<file path="config.mk">
export PLATFORM = sky130hd
export DESIGN_NAME = dwire_host
export DESIGN_NICKNAME = d
export VERILOG_FILES = /design/src/rtl/dwh_pkg.sv /design/src/rtl/dwh_clkgen.sv /design/src/rtl/dwh_rx.sv /design/src/rtl/dwh_tx.sv /design/src/rtl/dwire_host.sv
export SDC_FILE = /design/constraint.sdc
export NUM_CORES = 1
export LEC_CHECK = 0
export BUFFER_PORTS_ARGS = -buffer_cell sky130_fd_sc_hd__buf_2
export CORE_ASPECT_RATIO = 1.75
export CORE_MARGIN = 2
export CORE_UTILIZATION = 30
export CTS_CLUSTER_SIZE = 16
export DETAILED_ROUTE_END_ITERATION = 6
export HOLD_SLACK_MARGIN = 0.08
export SYNTH_ARGS = -nofsm -noshare
export SYNTH_HDL_FRONTEND = slang
export SYNTH_SLANG_ARGS = --single-unit
export TNS_END_PERCENT = 1
</file>
<file path="constraint.sdc">
create_clock -name clk -period 2.5 [get_ports clk]
set_input_delay 0 -clock clk [delete_from_list [all_inputs] [get_ports clk]]
set_output_delay 0 -clock clk [all_outputs]
set_load 0.03 [all_outputs]
</file>
<file path="src/rtl/dwh_pkg.sv">
`timescale 1ns/1ps
package dwh_pkg;

   typedef enum logic [2:0] {
      ST_IDLE,
      ST_ARM,
      ST_HDR,
      ST_TRN_A,
      ST_ACK,
      ST_WDAT,
      ST_RDAT,
      ST_TRN_B
   } dwh_state_e;

   localparam logic [2:0] ACK_OK    = 3'b001;
   localparam logic [2:0] ACK_WAIT  = 3'b010;
   localparam logic [2:0] ACK_FAULT = 3'b100;

   localparam int HDR_BITS = 8;

   // request frame, index 0 leaves first
   function automatic logic [HDR_BITS-1:0] make_hdr(input logic ap,
                                                    input logic rd,
                                                    input logic [1:0] addr);
      logic par;
      par = ap ^ rd ^ addr[0] ^ addr[1];
      return {1'b1, 1'b0, par, addr[1], addr[0], rd, ap, 1'b1};
   endfunction

   function automatic logic ack_known(input logic [2:0] a);
      return (a == ACK_OK) || (a == ACK_WAIT) || (a == ACK_FAULT);
   endfunction

endpackage

</file>
<file path="src/rtl/dwh_clkgen.sv">
`timescale 1ns/1ps
module dwh_clkgen #(
   parameter int DIV_W = 8
) (
   input  logic             clk,
   input  logic             rst_n,
   input  logic [DIV_W-1:0] div_i,
   output logic             wclk_o,
   output logic             fall_o,
   output logic             rise_o
);

   logic [DIV_W-1:0] cnt;
   logic             hit;

   // >= so that lowering div_i mid-count never skips a wrap
   assign hit    = (cnt >= div_i);
   assign fall_o = hit &&  wclk_o;
   assign rise_o = hit && !wclk_o;

   always_ff @(posedge clk or negedge rst_n) begin
      if (!rst_n) begin
         cnt    <= '0;
         wclk_o <= 1'b0;
      end else if (hit) begin
         cnt    <= '0;
         wclk_o <= ~wclk_o;
      end else begin
         cnt    <= cnt + DIV_W'(1);
      end
   end

endmodule

</file>
<file path="src/rtl/dwh_rx.sv">
`timescale 1ns/1ps
module dwh_rx #(
   parameter int DATA_W      = 32,
   parameter int SYNC_STAGES = 2,
   parameter int CW          = 6
) (
   input  logic              clk,
   input  logic              rst_n,
   input  logic              dio_i,
   input  logic              clr,
   input  logic              cap_ack,
   input  logic              cap_dat,
   input  logic [CW-1:0]     idx,
   output logic [2:0]        ack_o,
   output logic [DATA_W-1:0] rdata_o,
   output logic              par_err_o
);

   logic smp;
   logic par_q;

   generate
      if (SYNC_STAGES == 0) begin : g_direct
         assign smp = dio_i;
      end else begin : g_sync
         logic [SYNC_STAGES-1:0] chain;
         always_ff @(posedge clk or negedge rst_n) begin
            if (!rst_n) begin
               chain <= '1;
            end else begin
               for (int k = SYNC_STAGES - 1; k > 0; k--) begin
                  chain[k] <= chain[k-1];
               end
               chain[0] <= dio_i;
            end
         end
         assign smp = chain[SYNC_STAGES-1];
      end
   endgenerate

   always_ff @(posedge clk or negedge rst_n) begin
      if (!rst_n) begin
         ack_o   <= '0;
         rdata_o <= '0;
         par_q   <= 1'b0;
      end else if (clr) begin
         ack_o   <= '0;
         rdata_o <= '0;
         par_q   <= 1'b0;
      end else begin
         if (cap_ack) begin
            ack_o[idx[1:0]] <= smp;
         end
         if (cap_dat) begin
            if (idx < CW'(DATA_W)) begin
               rdata_o <= {smp, rdata_o[DATA_W-1:1]};
            end else begin
               par_q <= smp;
            end
         end
      end
   end

   assign par_err_o = (^rdata_o) ^ par_q;

endmodule

</file>
<file path="src/rtl/dwh_tx.sv">
`timescale 1ns/1ps
module dwh_tx #(
   parameter int DATA_W = 32
) (
   input  logic              clk,
   input  logic              rst_n,
   input  logic              load_hdr,
   input  logic [7:0]        hdr,
   input  logic              load_dat,
   input  logic [DATA_W-1:0] wdata,
   input  logic              step,
   input  logic              zero,
   output logic              dio_o
);

   localparam int SW = DATA_W + 1;

   logic [SW-1:0] sh;

   always_ff @(posedge clk or negedge rst_n) begin
      if (!rst_n) begin
         dio_o <= 1'b0;
         sh    <= '0;
      end else if (load_hdr) begin
         dio_o <= hdr[0];
         sh    <= SW'(hdr[7:1]);
      end else if (load_dat) begin
         dio_o <= wdata[0];
         sh    <= SW'({^wdata, wdata[DATA_W-1:1]});
      end else if (step) begin
         dio_o <= sh[0];
         sh    <= sh >> 1;
      end else if (zero) begin
         dio_o <= 1'b0;
      end
   end

endmodule

</file>
<file path="src/rtl/dwire_host.sv">
`timescale 1ns/1ps
module dwire_host
   import dwh_pkg::*;
#(
   parameter int DATA_W      = 32,
   parameter int DIV_W       = 8,
   parameter int IDLE_MIN    = 2,
   parameter int SYNC_STAGES = 2
) (
   input  logic              clk,
   input  logic              rst_n,
   input  logic [DIV_W-1:0]  div_i,
   input  logic              cmd_valid,
   output logic              cmd_ready,
   input  logic              cmd_ap,
   input  logic              cmd_rd,
   input  logic [1:0]        cmd_addr,
   input  logic [DATA_W-1:0] cmd_wdata,
   output logic              rsp_valid,
   output logic [2:0]        rsp_ack,
   output logic [DATA_W-1:0] rsp_rdata,
   output logic              rsp_perr,
   output logic              rsp_proto_err,
   output logic              wclk,
   output logic              dio_o,
   output logic              dio_oe,
   input  logic              dio_i
);

   localparam int CW = $clog2(DATA_W + 1);
   localparam int IW = $clog2(IDLE_MIN + 1);

   generate
      if (DATA_W < 8) begin : g_bad_data_w
         $error("dwire_host: DATA_W must be at least 8");
      end
      if (DIV_W < 1) begin : g_bad_div_w
         $error("dwire_host: DIV_W must be at least 1");
      end
      if (IDLE_MIN < 1) begin : g_bad_idle
         $error("dwire_host: IDLE_MIN must be at least 1");
      end
      if (SYNC_STAGES < 0) begin : g_bad_sync
         $error("dwire_host: SYNC_STAGES cannot be negative");
      end
   endgenerate

   dwh_state_e        st;
   logic [CW-1:0]     bcnt;
   logic [IW-1:0]     idle_cnt;
   logic              oe_q;
   logic              c_ap;
   logic              c_rd;
   logic [1:0]        c_addr;
   logic [DATA_W-1:0] c_wdata;

   logic              fall_ev;
   logic              rise_ev;
   logic [2:0]        ack;
   logic [DATA_W-1:0] rdata;
   logic              par_err;
   logic [7:0]        hdr;
   logic              ack_ok;
   logic              hdr_last;
   logic              ack_last;
   logic              dat_last;
   logic              accept;
   logic              fin;
   logic              tx_load_hdr;
   logic              tx_load_dat;
   logic              tx_step;
   logic              tx_zero;
   logic              rx_cap_ack;
   logic              rx_cap_dat;

   dwh_clkgen #(
      .DIV_W (DIV_W)
   ) i_clkgen (
      .clk    (clk),
      .rst_n  (rst_n),
      .div_i  (div_i),
      .wclk_o (wclk),
      .fall_o (fall_ev),
      .rise_o (rise_ev)
   );

   assign hdr      = make_hdr(c_ap, c_rd, c_addr);
   assign ack_ok   = (ack == ACK_OK);
   assign hdr_last = (bcnt == CW'(HDR_BITS - 1));
   assign ack_last = (bcnt == CW'(2));
   assign dat_last = (bcnt == CW'(DATA_W));
   assign cmd_ready = (st == ST_IDLE) && (idle_cnt == IW'(IDLE_MIN));
   assign accept   = cmd_valid && cmd_ready;

   assign fin         = fall_ev && ((st == ST_WDAT && dat_last) || st == ST_TRN_B);
   assign tx_load_hdr = fall_ev && (st == ST_ARM);
   assign tx_load_dat = fall_ev && (st == ST_ACK) && ack_last && ack_ok && !c_rd;
   assign tx_step     = fall_ev && ((st == ST_HDR && !hdr_last) ||
                                    (st == ST_WDAT && !dat_last));
   assign tx_zero     = fin || (fall_ev && st == ST_IDLE);
   assign rx_cap_ack  = rise_ev && (st == ST_ACK);
   assign rx_cap_dat  = rise_ev && (st == ST_RDAT);

   dwh_tx #(
      .DATA_W (DATA_W)
   ) i_tx (
      .clk      (clk),
      .rst_n    (rst_n),
      .load_hdr (tx_load_hdr),
      .hdr      (hdr),
      .load_dat (tx_load_dat),
      .wdata    (c_wdata),
      .step     (tx_step),
      .zero     (tx_zero),
      .dio_o    (dio_o)
   );

   dwh_rx #(
      .DATA_W      (DATA_W),
      .SYNC_STAGES (SYNC_STAGES),
      .CW          (CW)
   ) i_rx (
      .clk       (clk),
      .rst_n     (rst_n),
      .dio_i     (dio_i),
      .clr       (accept),
      .cap_ack   (rx_cap_ack),
      .cap_dat   (rx_cap_dat),
      .idx       (bcnt),
      .ack_o     (ack),
      .rdata_o   (rdata),
      .par_err_o (par_err)
   );

   always_ff @(posedge clk or negedge rst_n) begin
      if (!rst_n) begin
         st            <= ST_IDLE;
         bcnt          <= '0;
         idle_cnt      <= '0;
         oe_q          <= 1'b1;
         c_ap          <= 1'b0;
         c_rd          <= 1'b0;
         c_addr        <= '0;
         c_wdata       <= '0;
         rsp_valid     <= 1'b0;
         rsp_ack       <= '0;
         rsp_rdata     <= '0;
         rsp_perr      <= 1'b0;
         rsp_proto_err <= 1'b0;
      end else begin
         rsp_valid <= 1'b0;
         if (accept) begin
            st       <= ST_ARM;
            idle_cnt <= '0;
            c_ap     <= cmd_ap;
            c_rd     <= cmd_rd;
            c_addr   <= cmd_addr;
            c_wdata  <= cmd_wdata;
         end else if (fin) begin
            st            <= ST_IDLE;
            oe_q          <= 1'b1;
            idle_cnt      <= '0;
            rsp_valid     <= 1'b1;
            rsp_ack       <= ack;
            rsp_proto_err <= !ack_known(ack);
            rsp_perr      <= c_rd && ack_ok && par_err;
            rsp_rdata     <= (c_rd && ack_ok) ? rdata : '0;
         end else if (fall_ev) begin
            unique case (st)
               ST_IDLE: begin
                  if (idle_cnt != IW'(IDLE_MIN)) begin
                     idle_cnt <= idle_cnt + IW'(1);
                  end
               end
               ST_ARM: begin
                  st   <= ST_HDR;
                  bcnt <= '0;
                  oe_q <= 1'b1;
               end
               ST_HDR: begin
                  if (hdr_last) begin
                     st   <= ST_TRN_A;
                     oe_q <= 1'b0;
                  end else begin
                     bcnt <= bcnt + CW'(1);
                  end
               end
               ST_TRN_A: begin
                  st   <= ST_ACK;
                  bcnt <= '0;
               end
               ST_ACK: begin
                  if (!ack_last) begin
                     bcnt <= bcnt + CW'(1);
                  end else if (ack_ok) begin
                     bcnt <= '0;
                     if (c_rd) begin
                        st <= ST_RDAT;
                     end else begin
                        st   <= ST_WDAT;
                        oe_q <= 1'b1;
                     end
                  end else begin
                     st <= ST_TRN_B;
                  end
               end
               ST_WDAT: begin
                  bcnt <= bcnt + CW'(1);
               end
               ST_RDAT: begin
                  if (dat_last) begin
                     st <= ST_TRN_B;
                  end else begin
                     bcnt <= bcnt + CW'(1);
                  end
               end
               ST_TRN_B: begin
                  st <= ST_IDLE;
               end
               default: begin
                  st <= ST_IDLE;
               end
            endcase
         end
      end
   end

   assign dio_oe = oe_q;

endmodule

</file>
======== Word level (Yosys, flattened, before mapping) ========
Index checks and enable logic that the tools add are counted.
cells by class
  add/subtract/negate cells ............... 3
  order comparisons ....................... 4
  equality and inequality tests ........... 26
  muxes and demuxes ....................... 48
  bitwise gates (word level) .............. 7
  reduce and logical (&&, ||, !) cells .... 53
operators with widths
  cell                   number
  $mux W32               4
  $mux W33               3
  $reduce_xor A32 Y1     2
  $pmux W6 S5            1
  $mux W3                9
  $mux W6                4
  $logic_and A1 B1 Y1    20
  $pmux W3 S6            1
  $mux W1                16
  $eq A3 B3 Y1 const B   5
  $ne A3 B3 Y1 const B   5
  $reduce_and A7 Y1      2
  $mux W2                6
  $ne A4 B4 Y1 const B   3
  $reduce_bool A3 Y1     4
  $eq A3 B2 Y1 const B   3
  $add A8 B1 Y8 const B  1
  $ge A8 B8 Y1           1
  $mux W8                1
  $ne A2 B2 Y1 const B   4
  $reduce_bool A2 Y1     4
  $reduce_bool A4 Y1     2
  $reduce_bool A8 Y1     1
  $add A6 B1 Y6 const B  1
  22 further kinds       38
storage, ports and cells
  register bits after elaboration ......... 167
  input bits .............................. 48
  output and inout bits ................... 42
  logic and storage cells ................. 162

======== Depth between registers and ports, before layout ========
  word-level depth ........................ 9
  gate-level depth with buffers ........... 10
  gate-level depth less buffers ........... 9

======== Modules after synthesis ========
From an unflattened synthesis, not the netlist that was laid out.
second synthesis, totals
  cell total of the unflattened synthesis .. 922
  area total of the unflattened synthesis .. 8225.4 um2
by module, submodules not included
  module      instances  cells each  area an instance (um2)  sequential area each (um2)
  dwire_host  1          448         3896.2                  2153.3
  dwh_tx      1          220         1926.8                  825.8
  dwh_rx      1          192         1781.7                  953.4
  dwh_clkgen  1          62          620.6                   225.2

======== Least setup slack after synthesis ========
No wires, ideal clock.
  path kind ............................... register to register
  start point ............................. register i_clkgen.cnt[0]
  end point ............................... register i_tx.sh[17]
  library setup time ...................... 132 ps
  data arrival time ....................... 2143 ps
  required time ........................... 2368 ps
  setup slack ............................. 226 ps
  cell stages (with the launch flop) ...... 11
  path buffers ............................ 2
  clock period less this slack ............ 2274 ps
  path through ............................ dfrtp_1 > inv_1 > ha_1 > nand2b_1 > a21oi_1 > o21ai_1 > a221o_1 > clkbuf_1 > nand2_1 > clkbuf_1 > o2bb2ai_1
between the ends
  word-level cells in the longest chain between the ends .. 8
  elaborated cells on any way between the ends .. 11
  classes of those cells .................. 1 x order compare; 2 x mux; 8 x reduce/logical
RTL lines
  element                            line              source
  from (decl)                        dwh_clkgen.sv:13  logic [DIV_W-1:0] cnt;
  from (signal assigned)             dwh_clkgen.sv:29  cnt <= cnt + DIV_W'(1);
  $ge A8 B8 Y1 *                     dwh_clkgen.sv:17  assign hit = (cnt >= div_i);
  $logic_and A1 B1 Y1 *              dwh_clkgen.sv:18  assign fall_o = hit && wclk_o;
  $logic_and A1 B1 Y1 (4 in series)  dwire_host.sv:97  assign tx_load_dat = fall_ev && (st == ST_ACK) && ack_last && ack_ok && !c_rd;
  $mux W33                           dwh_tx.sv:27      end else if (load_dat) begin
  $mux W33                           dwh_tx.sv:24      end else if (load_hdr) begin
  to (signal assigned)               dwh_tx.sv:26      sh <= SW'(hdr[7:1]);
  to (signal assigned)               dwh_tx.sv:29      sh <= SW'({^wdata, wdata[DATA_W-1:1]});
  to (signal assigned)               dwh_tx.sv:32      sh <= sh >> 1;
  to (decl)                          dwh_tx.sv:18      logic [SW-1:0] sh;
Mark *: on every way between the ends. The rest lies on a longest branch, timed or not.
A chain may end at the register's enable or synchronous reset.

======== Worst setup path in the final report ========
  start point ............................. register i_clkgen.cnt[5]
  end point ............................... register i_tx.sh[4]
The elaborated chain is that of the path after synthesis.

==> flow_metrics.py <==
metrics = {
    "outcome": {
        "status": "finished clean",
    },
    "detailed_routing": {
        "ant_nets": 0,
        "drc": 0,
        "totalWireLength_um": 20750,
        "drtIter0Drc": 480,
        "firstDrtPassIters": 4,
        "wl_per_cell_um": 15.60,
        "vias_per_cell": 4.877,
        "vias": 6486,
    },
    "finish": {
        "synthToLayoutAreaGrowth_pct": 23.81,
        "nFillCells": 2752,
        "final_layout_size_suffix_gt1_share_pct": 20.19,
        "n_antenna_cell": 0,
        "nets": 1010,
    },
    "global_route": {
        "grt_usage_pct": 15.02,
        "grt-ovfl-total": 0,
        "antenna_found_initial": 0,
        "grt_pass1_wl_um": 34310,
        "grt_pass1_vias": 6787,
        "grt_max_degree": 65,
    },
    "synth": {
        "netlist_instances": 816,
        "synthArstFlopShare_pct": 100.0,
        "ys_seq_area_share_pct": 50.49,
        "synth_nets": 878,
        "ys_warn_count": 0,
        "synth_seq_cells": 166,
        "syn_avg_cell_area_um2": 10.09,
        "syn_area_mm2": 0.008235,
        "synth-edff-count": 0,
        "synth_flop_cell": "dfrtp_1",
        "synthDistinctLibCells": 66,
    },
    "floorplanning": {
        "ioPinCount": 90,
        "die_area_mm2": 0.02884,
        "die_w_um": 129.2,
        "start_util_pct": 30.36,
        "die_h_um": 223.2,
        "coreArea_mm2": 0.02713,
        "rows": 80,
    },
    "min_path": {
        "hold_class": "in2async",
    },
    "power": {
        "finalPower_uw": 7829,
        "ir_worst_vdd_uv": 525.9,
        "power_density_mw_per_mm2": 767.8,
        "p_leak_uw": 0.004777,
    },
    "timing": {
        "post-route-period-util_pct": 96.71,
        "fmaxAchievable_mhz": 413.6,
        "worst_pin_slew_ps": 640.8,
        "finalHoldViolCount": 0,
        "finalSetupViolations": 0,
        "slew-limit-headroom_pct": 57.08,
        "timing.final.ws_setup_ps": 82.28,
        "rsz0062_at_grt": "no",
        "clock_skew_ps": 8.178,
        "min_period_ps": 2418,
        "finalSetupTns_ps": 0,
        "drv_slew": 0,
    },
    "worst_setup_path": {
        "critPathKind": "reg2reg",
        "worstPathRequired_ps": 2820,
        "worstPathArrival_ps": 2740,
        "r2r_setup_slack_ps": 80,
        "startpoint_type": "flip-flop",
        "end_kind": "flip-flop",
        "worstPathMaxFanout": 18,
    },
    "run": {
        "maxCapViolCount": 0,
    },
    "clock_network": {
        "worst_skew_pair.late_latency_ps": 440,
        "cts.sinks": 166,
        "clockRootBuffer": "clkbuf_16",
        "cts_max_path_buffers": 2,
        "cts_buffers": 17,
        "clk_pin_slew_ps": 70,
        "cts_tree": "yes",
        "htreeDepth": 4,
    },
    "placed_design": {
        "io_buffers": 89,
        "hpwl_um": 14800,
        "pre_cts_slack_ps": 42.85,
        "gp_congestion": 0.8036,
    },
}
-- Yosys cell counts (all sizes together) (2+ instances only) --
cell type  instances  share of area (%)
a21o               5               0.46
a21oi             40                2.4
a221o              2               0.24
a221oi             2               0.21
a22o              35                3.7
a22oi             18                1.7
a2bb2oi            2               0.50
a31oi              7               0.53
a32o               3               0.36
and2               3               0.23
and3               8               0.67
buf               26                2.2
clkbuf            33                1.5
dfrtp            163                 50
dfstp              3               0.96
ha                14                2.1
inv               19               0.87
mux2               5               0.73
mux2i              3               0.36
nand2            146                6.7
nand2b             7               0.53
nand3             41                2.6
nand4             15                1.1
nor2              24                1.1
nor3               3               0.18
nor3b              2               0.18
nor4               6               0.61
o21ai             52                3.3
o22a              14                1.5
o22ai              2               0.15
o2bb2ai           14                1.5
o311ai             2               0.21
o31a               4               0.43
o31ai              5               0.46
xnor2             57                6.1
xor2              14                1.5
-- metal layers --
metal  routed length, µm  global-route usage, %  vias to the layer above
met4                 567                  6.381                        0
met1                8293                  16.70                     3167
met3                 518                  2.230                       35
li1                    -                      -                     3156
met5                   0                      0                        -
met2               11370                  27.81                      128
-- logic make-up after synthesis --
family,count (synthesis),share of synthesized area [%]
buffers and inverters,78,4.573
AO/OA/AOI/OAI,215,18.69
AND/OR/NAND/NOR,261,14.78
flip-flops,166,50.49
XOR/XNOR,72,7.824
adder cells (fa/ha/maj),15,2.249
multiplexers,9,1.398
-- cell usage in the layout (no fill, tap or decap), types with 3 or more instances in the layout --
cell	count
nand3_1	40
inv_6	3
and3_1	5
buf_2	88
clkbuf_16	17
a22oi_1	17
a21o_1	5
nand2_1	145
inv_8	4
buf_4	42
dfrtp_1	163
mux2i_1	3
nand2b_1	7
inv_1	19
mux2_2	4
xnor2_1	57
o31a_1	4
a21oi_1	40
dlygate4sd3_1	38
a31oi_1	7
nor2_1	23
nor4_1	4
ha_1	14
nand4_1	15
a22o_1	35
a32o_1	3
clkinvlp_4	3
nor3_1	3
buf_12	3
o2bb2ai_1	14
dfstp_2	3
o22a_1	14
xor2_1	14
and2_1	3
o21ai_0	50
o31ai_1	5
-- metrics by stage --
step / area (µm²) / cells / util (%) / hold WS [ps]
floorplan: 8235 / 816 / - / -295.6
global placement: 9216 / 1257 / 33.98 / 28.21
detailed placement: 9216 / 1257 / 33.98 / 30.71
CTS: 10170 / 1327 / 37.49 / 138.2
global route: 10200 / 1330 / 37.59 / 174.9
finish: 10200 / 1330 / 37.59 / 106.3
-- timing repair --
item / CTS / global route
gates resized for setup: 0 / 2
endpoints found under the setup margin: 0 / 40
setup buffers: 0 / 3
endpoints found under the hold margin: 111 / 0
hold buffers: 38 / 0
-- worst paths after layout --
check / cells after the start / startpoint / endpoint
max in group asynchronous: 3 / rst_n / rsp_rdata[20]
max reg2reg: 7 / i_clkgen.cnt[5] / i_tx.sh[4]
max: 7 / i_clkgen.cnt[5] / i_tx.sh[4]
min: 2 / rst_n / rsp_rdata[5]
min reg2reg: 0 / i_rx.g_sync.chain[0] / i_rx.g_sync.chain[1]
min in group clk: 5 / cmd_valid / c_wdata[17]
-- sequential cells by signal, indices dropped and copies added (netlist names), 2 cells and up --
signal             flops
rsp_ack                3
c_wdata               32
c_addr                 2
i_clkgen.cnt           8
i_rx.ack_o             3
i_rx.rdata_o          32
i_tx.sh               32
st                     3
bcnt                   6
idle_cnt               2
rsp_rdata             32
i_rx.g_sync.chain      2
-- power breakdown --
part | internal (µW) | switching, µW | total (µW)
Sequential | 2940 | 243 | 3180
Combinational | 872 | 1190 | 2060
Clock | 1400 | 1190 | 2590
Total | 5210 | 2620 | 7830
-- worst max-delay path: stages (launching register included) --
cell	delay (ps)
dfrtp_1	430
ha_1	310
a21o_1	160
a21o_1	210
a221o_2	450
buf_4	190
and3_4	240
mux2_4	320
-- area by class of cell --
class | count | area (µm²) | area share, %
flip-flops and latches | 166 | 4158 | 40.78
clock inverters | 14 | 142.6 | 1.399
well taps | 369 | 461.7 | 4.528
repair buffers | 172 | 1207 | 11.84
clock buffers | 18 | 429.2 | 4.209
multi-input cells | 572 | 3726 | 36.54
inverters | 19 | 71.32 | 0.6995
No activity file was read; power rests on OpenSTA's default activity.
